File: src/rtl/fracn_pkg.sv
package fracn_pkg;
    localparam int FRACN_INT_W   = 15;
    localparam int FRACN_FRAC_W  = 20;
    localparam int FRACN_RDIV_W  = 10;
    localparam int FRACN_INT_MIN = 36;
    localparam int FRACN_FRAC_INT_MAX = 251;

    // Offset from the cascaded modulator, range -1 .. +2, two's complement
    typedef logic [2:0] mash_ofs_t;
endpackage

File: src/rtl/fracn_ref_div.sv
module fracn_ref_div #(
    parameter int RDIV_W = fracn_pkg::FRACN_RDIV_W
) (
    input  logic              clk,
    input  logic              srst,
    input  logic [RDIV_W-1:0] divisor,
    output logic              cmp_en
);
    typedef struct packed {
        logic [RDIV_W-1:0] cnt;
        logic              en;
    } rdiv_st_t;

    rdiv_st_t st_d, st_q;
    logic [RDIV_W-1:0] limit;

    always_comb begin
        limit = (divisor == '0) ? '0 : divisor - RDIV_W'(1);
        st_d  = st_q;
        if (st_q.cnt >= limit) begin
            st_d.cnt = '0;
            st_d.en  = 1'b1;
        end else begin
            st_d.cnt = st_q.cnt + RDIV_W'(1);
            st_d.en  = 1'b0;
        end
    end

    always_ff @(posedge clk) begin
        if (srst) st_q <= '0;
        else      st_q <= st_d;
    end

    assign cmp_en = st_q.en;
endmodule

File: src/rtl/fracn_int_guard.sv
module fracn_int_guard #(
    parameter int INT_W   = fracn_pkg::FRACN_INT_W,
    parameter int INT_MIN = fracn_pkg::FRACN_INT_MIN,
    parameter int FRAC_MAX = fracn_pkg::FRACN_FRAC_INT_MAX
) (
    input  logic [INT_W-1:0] int_part,
    input  logic             frac_mode,
    output logic [INT_W-1:0] int_eff,
    output logic             illegal
);
    localparam logic [INT_W-1:0] MIN_V = INT_W'(INT_MIN);
    localparam logic [INT_W-1:0] MAX_V = INT_W'(FRAC_MAX);

    always_comb begin
        int_eff = int_part;
        illegal = 1'b0;
        if (int_part < MIN_V) begin
            int_eff = MIN_V;
            illegal = 1'b1;
        end else if (frac_mode && (int_part > MAX_V)) begin
            int_eff = MAX_V;
            illegal = 1'b1;
        end
    end
endmodule

File: src/rtl/fracn_mash11.sv
module fracn_mash11 #(
    parameter int FRAC_W = fracn_pkg::FRACN_FRAC_W
) (
    input  logic              clk,
    input  logic              srst,
    input  logic              active,
    input  logic              step,
    input  logic [FRAC_W-1:0] frac,
    output fracn_pkg::mash_ofs_t ofs
);
    typedef struct packed {
        logic [FRAC_W-1:0] acc1;
        logic [FRAC_W-1:0] acc2;
        logic              c2_prev;
    } mash_st_t;

    mash_st_t st_d, st_q;
    logic [FRAC_W:0] sum1, sum2;

    always_comb begin
        sum1 = {1'b0, st_q.acc1} + {1'b0, frac};
        sum2 = {1'b0, st_q.acc2} + {1'b0, sum1[FRAC_W-1:0]};
        // first stage carry plus first difference of second stage carry
        ofs  = {2'b00, sum1[FRAC_W]} + {2'b00, sum2[FRAC_W]} - {2'b00, st_q.c2_prev};
        st_d = st_q;
        if (!active) begin
            st_d = '0;
        end else if (step) begin
            st_d.acc1    = sum1[FRAC_W-1:0];
            st_d.acc2    = sum2[FRAC_W-1:0];
            st_d.c2_prev = sum2[FRAC_W];
        end
    end

    always_ff @(posedge clk) begin
        if (srst) st_q <= '0;
        else      st_q <= st_d;
    end
endmodule

File: src/rtl/fracn_ratio_mod.sv
module fracn_ratio_mod #(
    parameter int INT_W  = fracn_pkg::FRACN_INT_W,
    parameter int FRAC_W = fracn_pkg::FRACN_FRAC_W,
    parameter int RDIV_W = fracn_pkg::FRACN_RDIV_W,
    localparam int OUT_W = INT_W + 1
) (
    input  logic              clk,
    input  logic              srst,
    input  logic [RDIV_W-1:0] ref_div_val,
    input  logic [INT_W-1:0]  int_part,
    input  logic [FRAC_W-1:0] frac_word,
    input  logic              frac_mode,
    output logic              cmp_en,
    output logic [OUT_W-1:0]  div_val,
    output logic              range_err
);
    typedef struct packed {
        logic [OUT_W-1:0] div;
        logic             rerr;
    } top_st_t;

    top_st_t st_d, st_q;
    logic [INT_W-1:0] int_eff;
    logic             illegal;
    fracn_pkg::mash_ofs_t ofs;

    fracn_ref_div #(.RDIV_W(RDIV_W)) u_rdiv (
        .clk     (clk),
        .srst    (srst),
        .divisor (ref_div_val),
        .cmp_en  (cmp_en)
    );

    fracn_int_guard #(.INT_W(INT_W)) u_guard (
        .int_part  (int_part),
        .frac_mode (frac_mode),
        .int_eff   (int_eff),
        .illegal   (illegal)
    );

    fracn_mash11 #(.FRAC_W(FRAC_W)) u_mash (
        .clk    (clk),
        .srst   (srst),
        .active (frac_mode),
        .step   (cmp_en),
        .frac   (frac_word),
        .ofs    (ofs)
    );

    always_comb begin
        st_d      = st_q;
        st_d.rerr = illegal;
        if (cmp_en) begin
            if (frac_mode)
                st_d.div = {1'b0, int_eff} + {{(OUT_W-3){ofs[2]}}, ofs};
            else
                st_d.div = {1'b0, int_eff};
        end
    end

    always_ff @(posedge clk) begin
        if (srst) st_q <= '0;
        else      st_q <= st_d;
    end

    assign div_val   = st_q.div;
    assign range_err = st_q.rerr;
endmodule

File: config.mk
export PLATFORM = sky130hd
export DESIGN_NAME = fracn_ratio_mod
export DESIGN_NICKNAME = d
export VERILOG_FILES = /design/src/rtl/fracn_pkg.sv /design/src/rtl/fracn_ref_div.sv /design/src/rtl/fracn_int_guard.sv /design/src/rtl/fracn_mash11.sv /design/src/rtl/fracn_ratio_mod.sv
export SDC_FILE = /design/constraint.sdc
export NUM_CORES = 1
export LEC_CHECK = 0
export ABC_AREA = 1
export BUFFER_PORTS_ARGS = -buffer_cell sky130_fd_sc_hd__buf_2
export CORE_MARGIN = 1.5
export CORE_UTILIZATION = 46
export DETAILED_ROUTE_END_ITERATION = 8
export GPL_TIMING_DRIVEN = 1
export SYNTH_ARGS = -nofsm -noshare
export SYNTH_HDL_FRONTEND = slang
export SYNTH_SLANG_ARGS = --single-unit
File: constraint.sdc
create_clock -name clk -period 5.82 [get_ports clk]
set_input_delay 0.582 -clock clk [delete_from_list [all_inputs] [get_ports clk]]
set_output_delay 0.582 -clock clk [all_outputs]
set_load 0.02 [all_outputs]
==> results of run 1 <==
-- metal layers --
layer  track usage  vias up  wire (um)
met4       0.06818        0        255
li1              -     3703          -
met2        0.3446      100       7133
met5             0        -          0
met3       0.03380       16        599
met1        0.3402     2958       9431
-- state kept, by name (all words and copies together), names as in the netlist --
register       count
u_mash.st_q       41
div_val           16
u_rdiv.st_q       10
range_err          1
u_rdiv.cmp_en      1
-- synth_stat cells, types with 3 or more instances --
cell type and instances:
dfxtp_1 69, fa_1 3, a21oi_2 4, nand3_2 5, inv_2 7, o21a_1 3, nor2_2 3, nand2_1 307
a21oi_1 68, nand2_2 9, buf_2 7, xnor2_1 8, clkbuf_1 10, nor4_1 3, nor2_4 5, nand3b_1 6
o21ai_1 8, inv_1 165, nand3_1 89, nor3_2 6, ha_1 71, nor2_1 158, nor3_1 14, nand4_1 11
a31oi_1 4, xor2_1 18, o21ai_0 37
-- final cells by class --
cell class / count / area (um2)
inverters: 176 / 666.9
clock inverters: 4 / 70.07
clock buffers: 12 / 256.5
well taps: 184 / 230.2
multi-input cells: 862 / 4698
repair buffers: 68 / 347.8
fillers: 1556 / 6882
flip-flops and latches: 69 / 1383
-- cells by family after synthesis --
| kind of cell | count (synthesis) |
|---|---|
| flops | 69 |
| simple gates | 627 |
| buf+inv | 197 |
| compound gates | 133 |
| fa+ha+maj | 74 |
| xor+xnor | 28 |
-- report_power, final --
part,switching [uW],internal [uW]
sequential,2.34,475
combinational,114,60.5
clock,221,397
-- layout by cell type, fill, tap and decap left out, types with 3 or more instances in the layout --
master and count:
nor2_4 5, nand2_1 307, fa_1 3, o21ai_0 37, a21oi_2 4, nand2_2 9
buf_2 65, nand3_1 89, nor3_2 6, xor2_1 18, clkbuf_16 9, clkinv_2 3
nor3_1 14, a31oi_1 4, dfxtp_1 68, a21oi_1 68, o21a_1 3, inv_1 165
nand3_2 5, nand4_1 11, inv_2 7, ha_1 71, buf_4 3, nand3b_1 6
xnor2_1 8, nor2_1 158, o21ai_1 8, nor2_2 3, nor4_1 3
-- worst max-delay path, delay by kind of cell --
kind                       cells  cell delay [ps]
and+or+nand+nor               19             2010
adders and majority gates      7             1980
buffers and inverters          6              570
xor gates and xnor gates       1              190
-- worst min-delay path by stage --
stage                     from         endpoint  slack (ps)  cells after the start
2_1_floorplan  u_mash.st_q[21]  u_mash.st_q[21]         440                      2
3_3_place_gp       div_val[13]      div_val[13]         450                      2
3_5_place_dp       div_val[13]      div_val[13]         450                      2
4_1_cts            div_val[13]      div_val[13]         460                      2
5_1_grt            div_val[13]      div_val[13]         500                      2
6_report            div_val[7]       div_val[7]         460                      2
-- metrics by stage --
stage / power, uW / cells / worst slack (ps) / util
floorplan: 610.6 / 1128 / 1055 / -
global placement: 662.6 / 1359 / 427.8 / 0.5040
detailed placement: 661.8 / 1359 / 443.4 / 0.5040
CTS: 1288 / 1375 / 784.1 / 0.5265
global route: 1333 / 1375 / 268.9 / 0.5265
finish: 1270 / 1375 / 732.6 / 0.5265
==> metrics.csv, run 1 <==
metric,value,unit
fp.dieH,125.1,um
period_needed,5087,ps
postCtsSetupRepairBufs,0,
detail-route-antenna-nets,0,
synth-main-ff-cell,dfxtp_1,
path_max_fanout,15,
grt_overflow_total,0,
reg2regPathDepth,32,
ir_drop,126.5,uV
io_pins,66,
reg2reg_from,u_mash.st_q[21],
worst_pin_slew,853.2,ps
path_clk_slew,60,ps
rrSetupSlack,770,ps
min_path_type,flop to flop,
final_max_slew_viol_count,0,
synthAdderAreaFrac,0.1382,
muxShareOfSynthArea,0,
wl_per_cell,12.67,um
synth-compound-area-share,0.1065,
drt-total-wl,17420,um
syn_area,6863,um2
crit_path_end,div_val[5],
cp-start-kind,input port,
coreArea,14530,um2
start_util,0.4722,
cp-startpoint,frac_word[0],
rsz0062_at_grt,no,
crit_path_max_incr_delay,490,ps
drive_gt1_frac,0.1150,
cp.arrival,5330,ps
grt_pass1_vias,6256,
area_growth,11.50,%
power.leakage,0.004225,uW
r2r_end,div_val[5],
drtIter0Drc,481,
fp-row-count,44,
design_area,7652,um2
netlist_top_cells_area,"dfxtp_1 (20%), nand2_1 (17%), ha_1 (13%)",
yosys_warnings,0,
max_freq,196.6,MHz
synth_top_family_by_area,simple AND/OR/NAND/NOR gates,
fin_worst_skew,5.825,ps
place_hpwl,13390,um
cts_made_buffers,9,
hold_buffers,0,
avgSynthCellArea,6.084,um2
clkLatencyLatePin,350,ps
clk_path_buf_depth,2,
place_congestion,0.8825,
netlist_instances,1128,
crit_type,input port to flop,
antenna_found_initial,0,
yosysSeqAreaShare,0.2013,
end_kind,flop,
dr_total_vias,6777,
grt_pass1_wl,29750,um
post-route-period-util,0.8741,
status,completed,
synth_edf_count,0,
root_buffer,clkbuf_16,
cts_tree,done,
yosys.area_share.xor_xnor,0.03792,
syn_nets,1250,
postPlaceCellArea,7326,um2
p_per_area,166.0,nW/um2
ys_seq_elements,69,
portBuffers,65,
finalNetCount,1308,
synthArstFlopShare,0,
cp_data_required_time,6070,ps
synth_area_leader_cell,dfxtp_1,
drc_errors,0,
firstDrtPassIters,5,
cap_violations,0,
hold_viol_final,0,
grt_max_degree,79,
clock_sinks,69,
antenna_cells,0,
htreeDepth,3,
cpMostUsedCell,nand2_1,
yosysTopAreaCellShare,0.2013,
fin_setup_tns,0,ps
die_w,125.1,um
crit_slowest_cell,fa_1,
synth_simple_gate_area_share,0.4020,
cts_resized,0,
finalSetupViolations,0,
grtUsageTotal,0.2300,
detail_route.vias_per_cell,4.929,
hold_slack,462.9,ps
dieArea,15660,um2
slew_headroom,0.4312,
synth_cell_types,48,
Note: power is estimated with default switching activity, not from simulation.
==> inputs of run 2 (changes only) <==
--- a/config.mk
+++ b/config.mk
@@ -5,12 +5,12 @@
 export SDC_FILE = /design/constraint.sdc
 export NUM_CORES = 1
 export LEC_CHECK = 0
-export ABC_AREA = 1
 export BUFFER_PORTS_ARGS = -buffer_cell sky130_fd_sc_hd__buf_2
 export CORE_MARGIN = 1.5
 export CORE_UTILIZATION = 46
 export DETAILED_ROUTE_END_ITERATION = 8
 export GPL_TIMING_DRIVEN = 1
+export PLACE_DENSITY = 0.65
 export SYNTH_ARGS = -nofsm -noshare
 export SYNTH_HDL_FRONTEND = slang
 export SYNTH_SLANG_ARGS = --single-unit
==> run 2 against run 1 <==
Maximum frequency decreased by 8.8%. Worst hold slack about the same. Synthesized cell count decreased by 33%. Core utilization increased by 8.7 points. Via count decreased by 9.0%. Sequential power about the same. Area after synthesis decreased by 13%. Wire length decreased by 4.9%. Flip-flop and latch count unchanged. Critical endpoint is now div_val[13]. Largest cell class unchanged.
==> metrics.csv, run 2 <==
metric,value,unit
holdPathStages,2,
setup_ws,242.4,ps
grt_pass1_vias,6048,
netlist_instances,758,
swShare,0.2715,
mostFrequentLayoutCell,buf_4,
grtUsageTotal,0.2494,
cts_tree,done,
stdcell_count,1101,
worst_pin_slew,1245,ps
place_hpwl,12450,um
syn_nets,880,
die_w,117.0,um
finalSetupViolations,0,
yosysMostFrequentCell,nor2_1,
cap_violations,0,
synth_area_leader_cell,dfxtp_1,
reg2reg_from,u_mash.st_q[21],
rrSetupSlack,240,ps
min_path_type,flop to flop,
path_max_fanout,3,
clk_path_buf_depth,2,
nFillCells,1131,
top_register,u_mash.st_q,
crit_type,flop to flop,
end_kind,flop,
synth_cell_types,67,
place_ws,-444.9,ps
io_pins,66,
cp.arrival,5820,ps
p_comb_frac,0.164,
clkLatencyLatePin,340,ps
ys_seq_elements,69,
clkPwrFrac,0.425,
wl_per_cell,15.04,um
path_clk_slew,60,ps
intPower,846.3,uW
r2r_end,div_val[13],
min_to,u_mash.st_q[38],
detail_route.vias_per_cell,5.599,
netlist_top_cells_area,"dfxtp_1 (23%), ha_1 (15%), nor2_1 (5.0%)",
area_growth,30.04,%
p_seq_frac,0.411,
coreArea,12670,um2
cp_data_required_time,6060,ps
largest_reg_flops,41,
crit_path_max_incr_delay,520,ps
cp-start-kind,flop,
firstDrtPassIters,5,
hold_buffers,0,
p_per_area,149.4,nW/um2
drtIter0Drc,275,
max_freq,179.3,MHz
dp.cells,1082,
synthArstFlopShare,0,
path_buf_inv,6,
crit_slowest_cell,or4_4,
synth_top_cells_by_count,"nor2_1 (79), ha_1 (71), dfxtp_1 (69), nand2_1 (69), a21oi_1 (53)",
clock_sinks,69,
dieArea,13690,um2
power_switching,315.5,uW
avgSynthCellArea,7.890,um2
worstHoldStart,u_mash.st_q[38],
syn_area,5981,um2
ir_drop,104.2,uV
cts_made_buffers,9,
grt_overflow_total,0,
post-route-period-util,0.9584,
root_buffer,clkbuf_16,
status,completed,
power.leakage,0.003671,uW
period_needed,5578,ps
drive_gt1_frac,0.2788,
fin_worst_skew,6.324,ps
yosysTopAreaCellShare,0.2310,
synth-main-ff-cell,dfxtp_1,
start_util,0.4720,
path_depth,28,
dr_total_vias,6164,
reg2regPathDepth,28,
yosys_warnings,0,
final_max_slew_viol_count,0,
hold_viol_final,0,
htreeDepth,3,
drc_errors,0,
final_cell_mix,"buf_4 (123), nor2_1 (78), nand2_1 (67), dfxtp_1 (67)",
slew_headroom,0.1669,
antenna_found_initial,0,
finalNetCount,1046,
grt_pass1_wl,27430,um
fp-row-count,41,
antenna_cells,0,
power,1162,uW
portBuffers,65,
yosysSeqAreaShare,0.2310,
drt-total-wl,16560,um
synth_edf_count,0,
place_congestion,0.9242,
fp.dieH,117.0,um
crit_family,compound AO/OA/AOI/OAI gates,
detail-route-antenna-nets,0,
grt_max_degree,50,
## run 2: cell types whose count changed in the layout (fill, tap and decap cells not counted), sizes merged, moves of 11 or more
cell    delta
a211oi    +22
nand3     -69
nor2      -87
inv      -146
a21oi     -19
buf      +120
xnor2     +20
nand2    -248
mux2i     +18
a21o      +32
o211ai    +11
## run 2: cell type report
| class | instances | area, um2 | share of cell area |
|---|---|---|---|
| clock buffer | 11 | 232.7 | 0.02992 |
| clock inverter | 5 | 27.53 | 0.003539 |
| inverter | 28 | 105.1 | 0.01351 |
| multi-input combinational | 628 | 4564 | 0.5869 |
| sequential | 69 | 1384 | 0.1779 |
| tap | 172 | 215.2 | 0.02767 |
| timing repair buffer | 188 | 1249 | 0.1606 |
## run 2: worst register-to-register path: cells and delay by family, from the launching register on
| kind | cells | cell delay, ps |
|---|---|---|
| compound gates | 12 | 1890 |
| xor+xnor | 1 | 140 |
| simple gates | 3 | 850 |
| buf+inv | 6 | 690 |
| fa+ha+maj | 6 | 1580 |
| flops | 1 | 330 |
## run 2: how the worst max path moves through the flow
stage | start | end
after floorplan | frac_word[0] | div_val[11]
after global placement | frac_word[0] | div_val[11]
after detailed placement | frac_word[0] | div_val[11]
after CTS | u_mash.st_q[21] | div_val[14]
after global routing | frac_word[6] | div_val[13]
final | u_mash.st_q[21] | div_val[13]
## run 2: per-layer routing
layer / vias up / share of wire / wire length, um / global-route usage
met2: 127 / 0.48 / 7956 / 0.4437
li1: 3126 / - / - / -
met5: - / 0 / 0 / 0
met4: 0 / 0.013 / 218 / 0.07871
met1: 2893 / 0.47 / 7795 / 0.3139
met3: 18 / 0.035 / 587 / 0.03193
## run 2: stage by stage
step	area (um2)	TNS, ps	util	hold slack, ps
2_1_floorplan	5996	0	-	426.2
3_3_place_gp	7277	-3542	0.5743	437.9
3_5_place_dp	7277	-4142	0.5743	455.2
4_1_cts	7550	0	0.5958	462.9
5_1_grt	7777	-47.36	0.6138	477.3
6_report	7777	0	0.6138	463.0
## run 2: kinds of logic after synthesis
group           share of synthesized area
simple gates                       0.2121
compound gates                     0.2557
fa+ha+maj                          0.1586
flops                              0.2310
buf+inv                           0.04435
xor+xnor                          0.06444
mux                               0.03389
## run 2: power groups by stage
stage / combinational [uW] / clock, uW / sequential, uW
after floorplan: 103 / 0 / 488
after global placement: 174 / 0 / 488
after detailed placement: 182 / 0 / 488
after CTS: 183 / 502 / 478
after global routing: 211 / 521 / 478
final: 191 / 493 / 478
## run 2: timing repair
item	in CTS	in global routing
setup buffers	0	3
resized for setup	4	42
endpoints found under the setup margin	10	11
pin swaps	2	21
